$ cat config.mk
export PLATFORM = sky130hd
export DESIGN_NAME = spl_desc_updater
export DESIGN_NICKNAME = d
export VERILOG_FILES = /design/src/rtl/spl_pkg.sv /design/src/rtl/spl_err_ctr.sv /design/src/rtl/spl_nak_ctr.sv /design/src/rtl/spl_next_sel.sv /design/src/rtl/spl_desc_updater.sv
export SDC_FILE = /design/constraint.sdc
export NUM_CORES = 1
export LEC_CHECK = 0
export CAP_MARGIN = 20
export CELL_PAD_IN_SITES_DETAIL_PLACEMENT = 2
export CELL_PAD_IN_SITES_GLOBAL_PLACEMENT = 2
export CORE_ASPECT_RATIO = 0.5
export CORE_MARGIN = 2
export CORE_UTILIZATION = 22
export CTS_CLUSTER_DIAMETER = 120
export DETAILED_ROUTE_END_ITERATION = 10
export HOLD_SLACK_MARGIN = 0.03
export PLACE_DENSITY_LB_ADDON = 0.1
export SLEW_MARGIN = 20
export SYNTH_ARGS = -nofsm -noshare
export SYNTH_HDL_FRONTEND = slang
export SYNTH_SLANG_ARGS = --single-unit
$ cat constraint.sdc
create_clock -name clk -period 2.1 [get_ports clk]
set_input_delay 0.21 -clock clk [delete_from_list [all_inputs] [get_ports clk]]
set_output_delay 0.21 -clock clk [all_outputs]
set_load 0.02 [all_outputs]
$ cat src/rtl/spl_pkg.sv
package spl_pkg;

    typedef enum logic [2:0] {
        OC_ACK    = 3'd0,
        OC_NAK    = 3'd1,
        OC_NYET   = 3'd2,
        OC_XERR   = 3'd3,
        OC_BABBLE = 3'd4
    } outcome_e;

    typedef enum logic {
        ST_IDLE   = 1'b0,
        ST_REPORT = 1'b1
    } upd_state_e;

endpackage

$ cat src/rtl/spl_err_ctr.sv
module spl_err_ctr #(
    parameter int ERR_W = 2
) (
    input  logic [2:0]       outcome,
    input  logic [ERR_W-1:0] err_in,
    output logic [ERR_W-1:0] err_out,
    output logic             exhausted
);
    import spl_pkg::*;

    localparam logic [ERR_W-1:0] ERR_FULL = '1;

    always_comb begin
        err_out   = err_in;
        exhausted = 1'b0;
        case (outcome)
            OC_NAK, OC_NYET: err_out = ERR_FULL;
            OC_XERR: begin
                err_out   = (err_in == '0) ? '0 : err_in - ERR_W'(1);
                exhausted = (err_out == '0);
            end
            default: ;
        endcase
    end
endmodule

$ cat src/rtl/spl_nak_ctr.sv
module spl_nak_ctr #(
    parameter int NAK_W = 4
) (
    input  logic [2:0]       outcome,
    input  logic [NAK_W-1:0] nak_in,
    input  logic [NAK_W-1:0] nak_reload,
    output logic [NAK_W-1:0] nak_out,
    output logic             exhausted
);
    import spl_pkg::*;

    logic counting;

    assign counting = (outcome == OC_NAK) && (nak_reload != '0);

    always_comb begin
        nak_out   = nak_in;
        exhausted = 1'b0;
        if (counting) begin
            nak_out   = (nak_in == '0) ? '0 : nak_in - NAK_W'(1);
            exhausted = (nak_out == '0);
        end
    end
endmodule

$ cat src/rtl/spl_next_sel.sv
module spl_next_sel #(
    parameter int IDX_W = 5
) (
    input  logic             jump,
    input  logic [IDX_W-1:0] link,
    input  logic [IDX_W-1:0] idx,
    output logic [IDX_W-1:0] next_idx
);
    always_comb begin
        if (jump) next_idx = link;
        else      next_idx = idx + IDX_W'(1);
    end
endmodule

$ cat src/rtl/spl_desc_updater.sv
module spl_desc_updater #(
    parameter int ERR_W = 2,
    parameter int NAK_W = 4,
    parameter int IDX_W = 5
) (
    input  logic             clk,
    input  logic             rst_n,
    input  logic             done_i,
    input  logic [2:0]       outcome_i,
    input  logic             d_valid,
    input  logic             d_active,
    input  logic             d_halt,
    input  logic             d_babble,
    input  logic             d_xerr,
    input  logic             d_phase,
    input  logic             d_toggle,
    input  logic [ERR_W-1:0] d_err_left,
    input  logic [NAK_W-1:0] d_nak_left,
    input  logic [NAK_W-1:0] d_nak_reload,
    input  logic             d_jump,
    input  logic [IDX_W-1:0] d_link,
    input  logic [IDX_W-1:0] d_idx,
    output logic             upd_o,
    output logic             q_valid,
    output logic             q_active,
    output logic             q_halt,
    output logic             q_babble,
    output logic             q_xerr,
    output logic             q_phase,
    output logic             q_toggle,
    output logic [ERR_W-1:0] q_err_left,
    output logic [NAK_W-1:0] q_nak_left,
    output logic [IDX_W-1:0] q_next
);
    import spl_pkg::*;

    upd_state_e       state_q, state_d;
    logic             accept;
    logic [ERR_W-1:0] err_nx;
    logic             err_exh;
    logic [NAK_W-1:0] nak_nx;
    logic             nak_exh;
    logic [IDX_W-1:0] idx_nx;
    logic             r_valid, r_active, r_halt, r_babble, r_xerr, r_phase, r_toggle;

    assign accept = done_i && d_valid;

    spl_err_ctr #(.ERR_W(ERR_W)) u_err (
        .outcome   (outcome_i),
        .err_in    (d_err_left),
        .err_out   (err_nx),
        .exhausted (err_exh)
    );

    spl_nak_ctr #(.NAK_W(NAK_W)) u_nak (
        .outcome    (outcome_i),
        .nak_in     (d_nak_left),
        .nak_reload (d_nak_reload),
        .nak_out    (nak_nx),
        .exhausted  (nak_exh)
    );

    spl_next_sel #(.IDX_W(IDX_W)) u_next (
        .jump     (d_jump),
        .link     (d_link),
        .idx      (d_idx),
        .next_idx (idx_nx)
    );

    // Revised flag bits for the presented outcome
    always_comb begin
        r_valid  = d_valid;
        r_active = d_active;
        r_halt   = d_halt;
        r_babble = d_babble;
        r_xerr   = d_xerr;
        r_phase  = d_phase;
        r_toggle = d_toggle;
        case (outcome_i)
            OC_ACK: begin
                if (!d_phase) begin
                    r_phase = 1'b1;
                end else begin
                    r_toggle = ~d_toggle;
                    r_valid  = 1'b0;
                    r_active = 1'b0;
                end
            end
            OC_NAK: begin
                if (nak_exh) begin
                    r_valid  = 1'b0;
                    r_active = 1'b0;
                end
            end
            OC_XERR: begin
                if (err_exh) begin
                    r_valid  = 1'b0;
                    r_active = 1'b0;
                    r_xerr   = 1'b1;
                    r_halt   = 1'b1;
                end
            end
            OC_BABBLE: begin
                r_babble = 1'b1;
                r_valid  = 1'b0;
                r_active = 1'b0;
            end
            default: ;
        endcase
    end

    // Next-state logic: T_ACCEPT / T_RELEASE
    always_comb begin
        state_d = state_q;
        unique case (state_q)
            ST_IDLE:   state_d = accept ? ST_REPORT : ST_IDLE;
            ST_REPORT: state_d = accept ? ST_REPORT : ST_IDLE;
        endcase
    end

    // State register
    always_ff @(posedge clk) begin
        if (!rst_n) state_q <= ST_IDLE;
        else        state_q <= state_d;
    end

    assign upd_o = (state_q == ST_REPORT);

    // Output register
    always_ff @(posedge clk) begin
        if (!rst_n) begin
            q_valid    <= 1'b0;
            q_active   <= 1'b0;
            q_halt     <= 1'b0;
            q_babble   <= 1'b0;
            q_xerr     <= 1'b0;
            q_phase    <= 1'b0;
            q_toggle   <= 1'b0;
            q_err_left <= '0;
            q_nak_left <= '0;
            q_next     <= '0;
        end else if (accept) begin
            q_valid    <= r_valid;
            q_active   <= r_active;
            q_halt     <= r_halt;
            q_babble   <= r_babble;
            q_xerr     <= r_xerr;
            q_phase    <= r_phase;
            q_toggle   <= r_toggle;
            q_err_left <= err_nx;
            q_nak_left <= nak_nx;
            q_next     <= idx_nx;
        end
    end
endmodule

# Word level (Yosys, flattened, before mapping)
# Index checks and enable logic that the tools add are counted.
# W data, S select, Z words.
[word_totals]
reg_bits = 19
inputBits = 34
out_inout_bits = 19
elab_cells = 52
[classes]
add_sub_neg = 3
n_eq_ne = 4
n_mux = 24
n_bitwise = 1
n_reduce_logical = 9
[ops]
columns = ["cell", "n"]
rows = [
  ["$mux W1", 17],
  ["$logic_not A4 Y1", 2],
  ["$mux W4", 2],
  ["$pmux W1 S4", 2],
  ["$eq A3 B2 Y1 const B", 2],
  ["$add A5 B1 Y5 const B", 1],
  ["$mux W5", 1],
  ["$logic_not A2 Y1", 2],
  ["$pmux W2 S2", 1],
  ["$reduce_bool A4 Y1", 1],
  ["$sub A4 B1 Y4 const B", 1],
  ["$eq A3 B1 Y1 const B", 1],
  ["$eq A3 B3 Y1 const B", 1],
  ["$logic_not A3 Y1", 1],
  ["$logic_and A1 B1 Y1", 2],
  ["$mux W2", 1],
  ["$reduce_or A2 Y1", 1],
  ["$sub A2 B1 Y2 const B", 1],
  ["$not A1 Y1", 1],
]

# Logic depth before layout (Yosys ltp)
[depth]
ltp_word = 6
ltp_mapped = 5

# Hierarchy
# A second synthesis with hierarchy kept.
[unflattened]
hier_cells = 127
area_unflattened_um2 = 1059.8
[by_module_without_submodules]
columns = ["mod", "instances", "cells_per_inst", "area_each_um2", "seq_area_each_um2"]
rows = [
  ["spl_desc_updater", 1, 86, 769.5, 380.4],
  ["spl_nak_ctr", 1, 16, 122.6, 0.0],
  ["spl_next_sel", 1, 16, 110.1, 0.0],
  ["spl_err_ctr", 1, 9, 57.6, 0.0],
]

# Least setup slack after synthesis
# OpenSTA, ideal clock, no wires.
[synth_path]
kind = "input-to-reg"
startpoint = "input port outcome_i[0]"
endpoint = "register q_nak_left[1]"
setup_time_ps = 74
arrival_time_ps = 1405
setup_slack_ps = 621
cell_stages = 5
n_path_buf = 2
cell_sequence = "buf_4 or3b_1 buf_2 or4_1 a31oi_1"
[synth_between]
elab_chain_cells = 3
[synth_lines]
columns = ["item", "line", "rtl"]
rows = [
  ["from (decl)", "spl_desc_updater.sv:9", "input logic [2:0] outcome_i,"],
  ["$eq A3 B1 Y1", "spl_nak_ctr.sv:14", "assign counting = (outcome == OC_NAK) && (nak_reload != '0);"],
  ["$logic_and A1 B1 Y1", "spl_nak_ctr.sv:14", ""],
  ["$mux W4", "spl_nak_ctr.sv:19", "if (counting) begin"],
  ["to (signal assigned)", "spl_desc_updater.sv:151", "q_nak_left <= nak_nx;"],
  ["to (decl)", "spl_desc_updater.sv:32", "output logic [NAK_W-1:0] q_nak_left,"],
]
# Every way passes these cells.
# A chain may end at the register's enable or synchronous reset.

# Final worst setup path
[layout_path]
startpoint = "input port outcome_i[0]"
endpoint = "register q_nak_left[0]"
# Same word-level chain as after synthesis.

==> key figures <==
STA
  – Measured slew at the worst slew-check pin: 0.4787 ns
  – Final Hold Viols: 0
  – Fin crit share: 0.7856
  – Slew Viols, Final: 0
  – Tmin final: 1.650 ns
  – WHS: 0.4535 ns
  – Fmax: 606.1 MHz
  – Final setup vio count: 0
  – Setup TNS: 0 ns
  – Slew margin rel.: 0.6801
  – RSZ-0062 raised after global routing: no
  – Skew final: 0 ns

CTS
  – Clock transition at path regs: 0.07 ns
  – Clk_lat worst skew: 0.25 ns
  – Clock sink total: 19
  – CTS tree: yes
  – CTS H-tree lvls: 1
  – Cts repair resizes: 0
  – Post-CTS setup buffer count: 0
  – Worst-case clock buffer depth: 2
  – Hold_buf cts: 0
  – TritonCTS Buffers: 3
  – CTS Root Cell: clkbuf_8

Power and ir drop
  – VDD IR max: 0.1917 mV
  – Leakage power: 0.5669 nW
  – PD cells: 545.9 nW/um^2

Yosys
  – Commonest cells post-synth: dfxtp_1 (19), nor2_1 (10), o21ai_0 (10)
  – Most common cell in the netlist: dfxtp_1
  – Post-synth cell types: 44
  – Synthesized flop and latch total: 19
  – Post-synth ARST share: 0
  – Synth warn: 0
  – Synthesized cell area: 1003 sq um
  – Syn nets: 153
  – Largest area contributor in the netlist: dfxtp_1
  – Share of the yosys chip area belonging to registers: 0.3791
  – Top FF cell, synth: dfxtp_1
  – Synth top area share: 0.3791
  – Post-Syn Instances: 118
  – Top cells by area, synth: dfxtp_1 (38%), o21ai_0 (5.0%), nor2_1 (3.7%), a21oi_1 (3.5%), nor3_1 (3.0%)
  – Syn avg cell area: 8.504 sq um
  – Number of synthesized flops with an enable pin: 0

Routing
  – Post-DR wirelength/cell: 14.97 um
  – DRT iter0 DRCs: 38
  – Drt drc: 0
  – Routed via count: 1124
  – Final WL: 3.413 mm
  – Final ANT Viol Nets: 0
  – Vias per Instance: 4.930
  – Drt pass-1 iters: 4

Cells and area
  – Final net count: 207
  – Layout cells sized above 1: 0.08187
  – Finished Cell Area: 1639 sq um
  – P&R area growth vs syn: 63.34%
  – Fin util: 0.3741
  – Filler cells: 512
  – Post-Layout Cell Count: 228
  – Antenna Cells: 0

Die
  – Starting density of the core: 0.2290
  – Cell row count: 17
  – Die Ht: 51.76 um
  – IO Count: 53
  – Die X: 99.51 um
  – Die area: 5150 sq um
  – Core footprint: 4382 sq um

Run status
  – Status: completed

Placed design
  – I/O Buffers: 52
  – DP Cell Count: 224
  – Post-placement cell area: 1594 sq um
  – HPWL Detailed: 2.652 mm
  – Final RePlAce weighted congestion: 0.6973

Worst hold path
  – Hold Path Class: register to register

Global routing
  – GRT overflow: 0
  – First-pass GRT wire length: 5.768 mm
  – Vias in the first global route: 1181
  – Largest net degree at the start of global routing: 24
  – GRT Total Usage: 0.1432
  – Initial antenna violation count: 0

Setup path
  – CP peak stage delay: 0.51 ns
  – Worst path arrival time: 1.84 ns
  – CP required: 2.29 ns
  – WP buf/inv: 1
  – Setup crit end kind: register
  – CP Cell Sequence: clkdlybuf4s50_1 -> or3b_1 -> or4b_1 -> a31oi_1
  – Crit Path Class: primary input to register
  – Critical path startpoint category: primary input
  – CP delay by family, top: simple AND/OR/NAND/NOR gates
  – CP Max Fanout: 8
  – Slowest CP cell: or4b_1

Flow run
  – Max cap viols: 0
## cells in the final DEF, fill, tap and decap left out, types with 2 or more instances in the layout
cell type,Yosys,routed
nand4_1,2,2
nor3_1,6,6
o21bai_1,2,2
buf_4,1,6
mux2i_1,2,2
a31o_2,2,2
a21oi_1,7,7
o31ai_1,2,2
clkdlybuf4s50_1,0,52
o41ai_1,3,3
nand3_1,4,4
nor2_1,10,10
dfxtp_1,19,19
nand2_1,6,6
a211oi_1,3,3
nor2b_1,3,3
clkbuf_8,0,3
o21a_1,2,2
a31oi_1,3,3
o221ai_1,2,2
o21ai_0,10,10
## through the flow
stage	power, W	worst slack (ns)
2_1_floorplan	0.0005063	0.6213
3_3_place_gp	0.0006471	0.2233
3_5_place_dp	0.0006521	0.1655
4_1_cts	0.0009136	0.4436
5_1_grt	0.0009569	0.3832
6_report	0.0008948	0.4502
## cells by family (layout without fill, tap and decap cells)
logic type | Yosys count | in the layout | share of synthesized area
simple gates | 44 | 44 | 0.2494
compound gates | 41 | 41 | 0.2805
flops | 19 | 19 | 0.3790
buf+inv | 10 | 63 | 0.04987
mux | 2 | 2 | 0.01995
fa+ha+maj | 1 | 1 | 0.01247
xor+xnor | 1 | 1 | 0.008730
## worst paths after layout
kind / from / to / slack [ns] / cells past startpoint
setup / recovery: outcome_i[0] / q_nak_left[0]$_SDFFE_PN0P_ / 0.45 / 4
hold / removal: q_next[2]$_SDFFE_PN0P_ / q_next[2]$_SDFFE_PN0P_ / 0.45 / 2
setup reg to reg: q_active$_SDFFE_PN0P_ / q_active$_SDFFE_PN0P_ / 1.38 / 2
hold reg to reg: q_next[2]$_SDFFE_PN0P_ / q_next[2]$_SDFFE_PN0P_ / 0.45 / 2
## layout make-up
cell class	count	area [sq um]	share of cell area
Clock buffer	4	45.04	0.02748
Inverter	1	3.754	0.002290
Multi-Input combinational cell	89	573.1	0.3496
Sequential cell	19	380.4	0.2321
Tap cell	57	71.32	0.04351
Timing Repair Buffer	58	565.5	0.3450
## registers in the layout, indices dropped and copies added, names as in the netlist
name        flops
q_xerr          1
q_valid         1
q_err_left      2
q_nak_left      4
q_phase         1
q_active        1
upd_o           1
q_halt          1
q_toggle        1
q_next          5
q_babble        1
## power breakdown
group	switching [W]	internal [W]
clock	0.000119	0.000135
sequential	0.0000114	0.000383
combinational	0.000114	0.000133
## metal layers
metal	routed length, um	vias to the layer above	share of wire	track usage
li1	-	554	-	-
met1	1615	537	0.47	0.1803
met2	1589	31	0.47	0.2534
met3	192	2	0.056	0.04435
met4	15	0	0.0044	0.01370
met5	0	-	0	0
## tightest hold or removal path: stages (launching register included)
cell and delay, ns:
dfxtp_1 0.31, nand2_1 0.05, a21oi_1 0.05
Power figures use the tool's default switching activity.
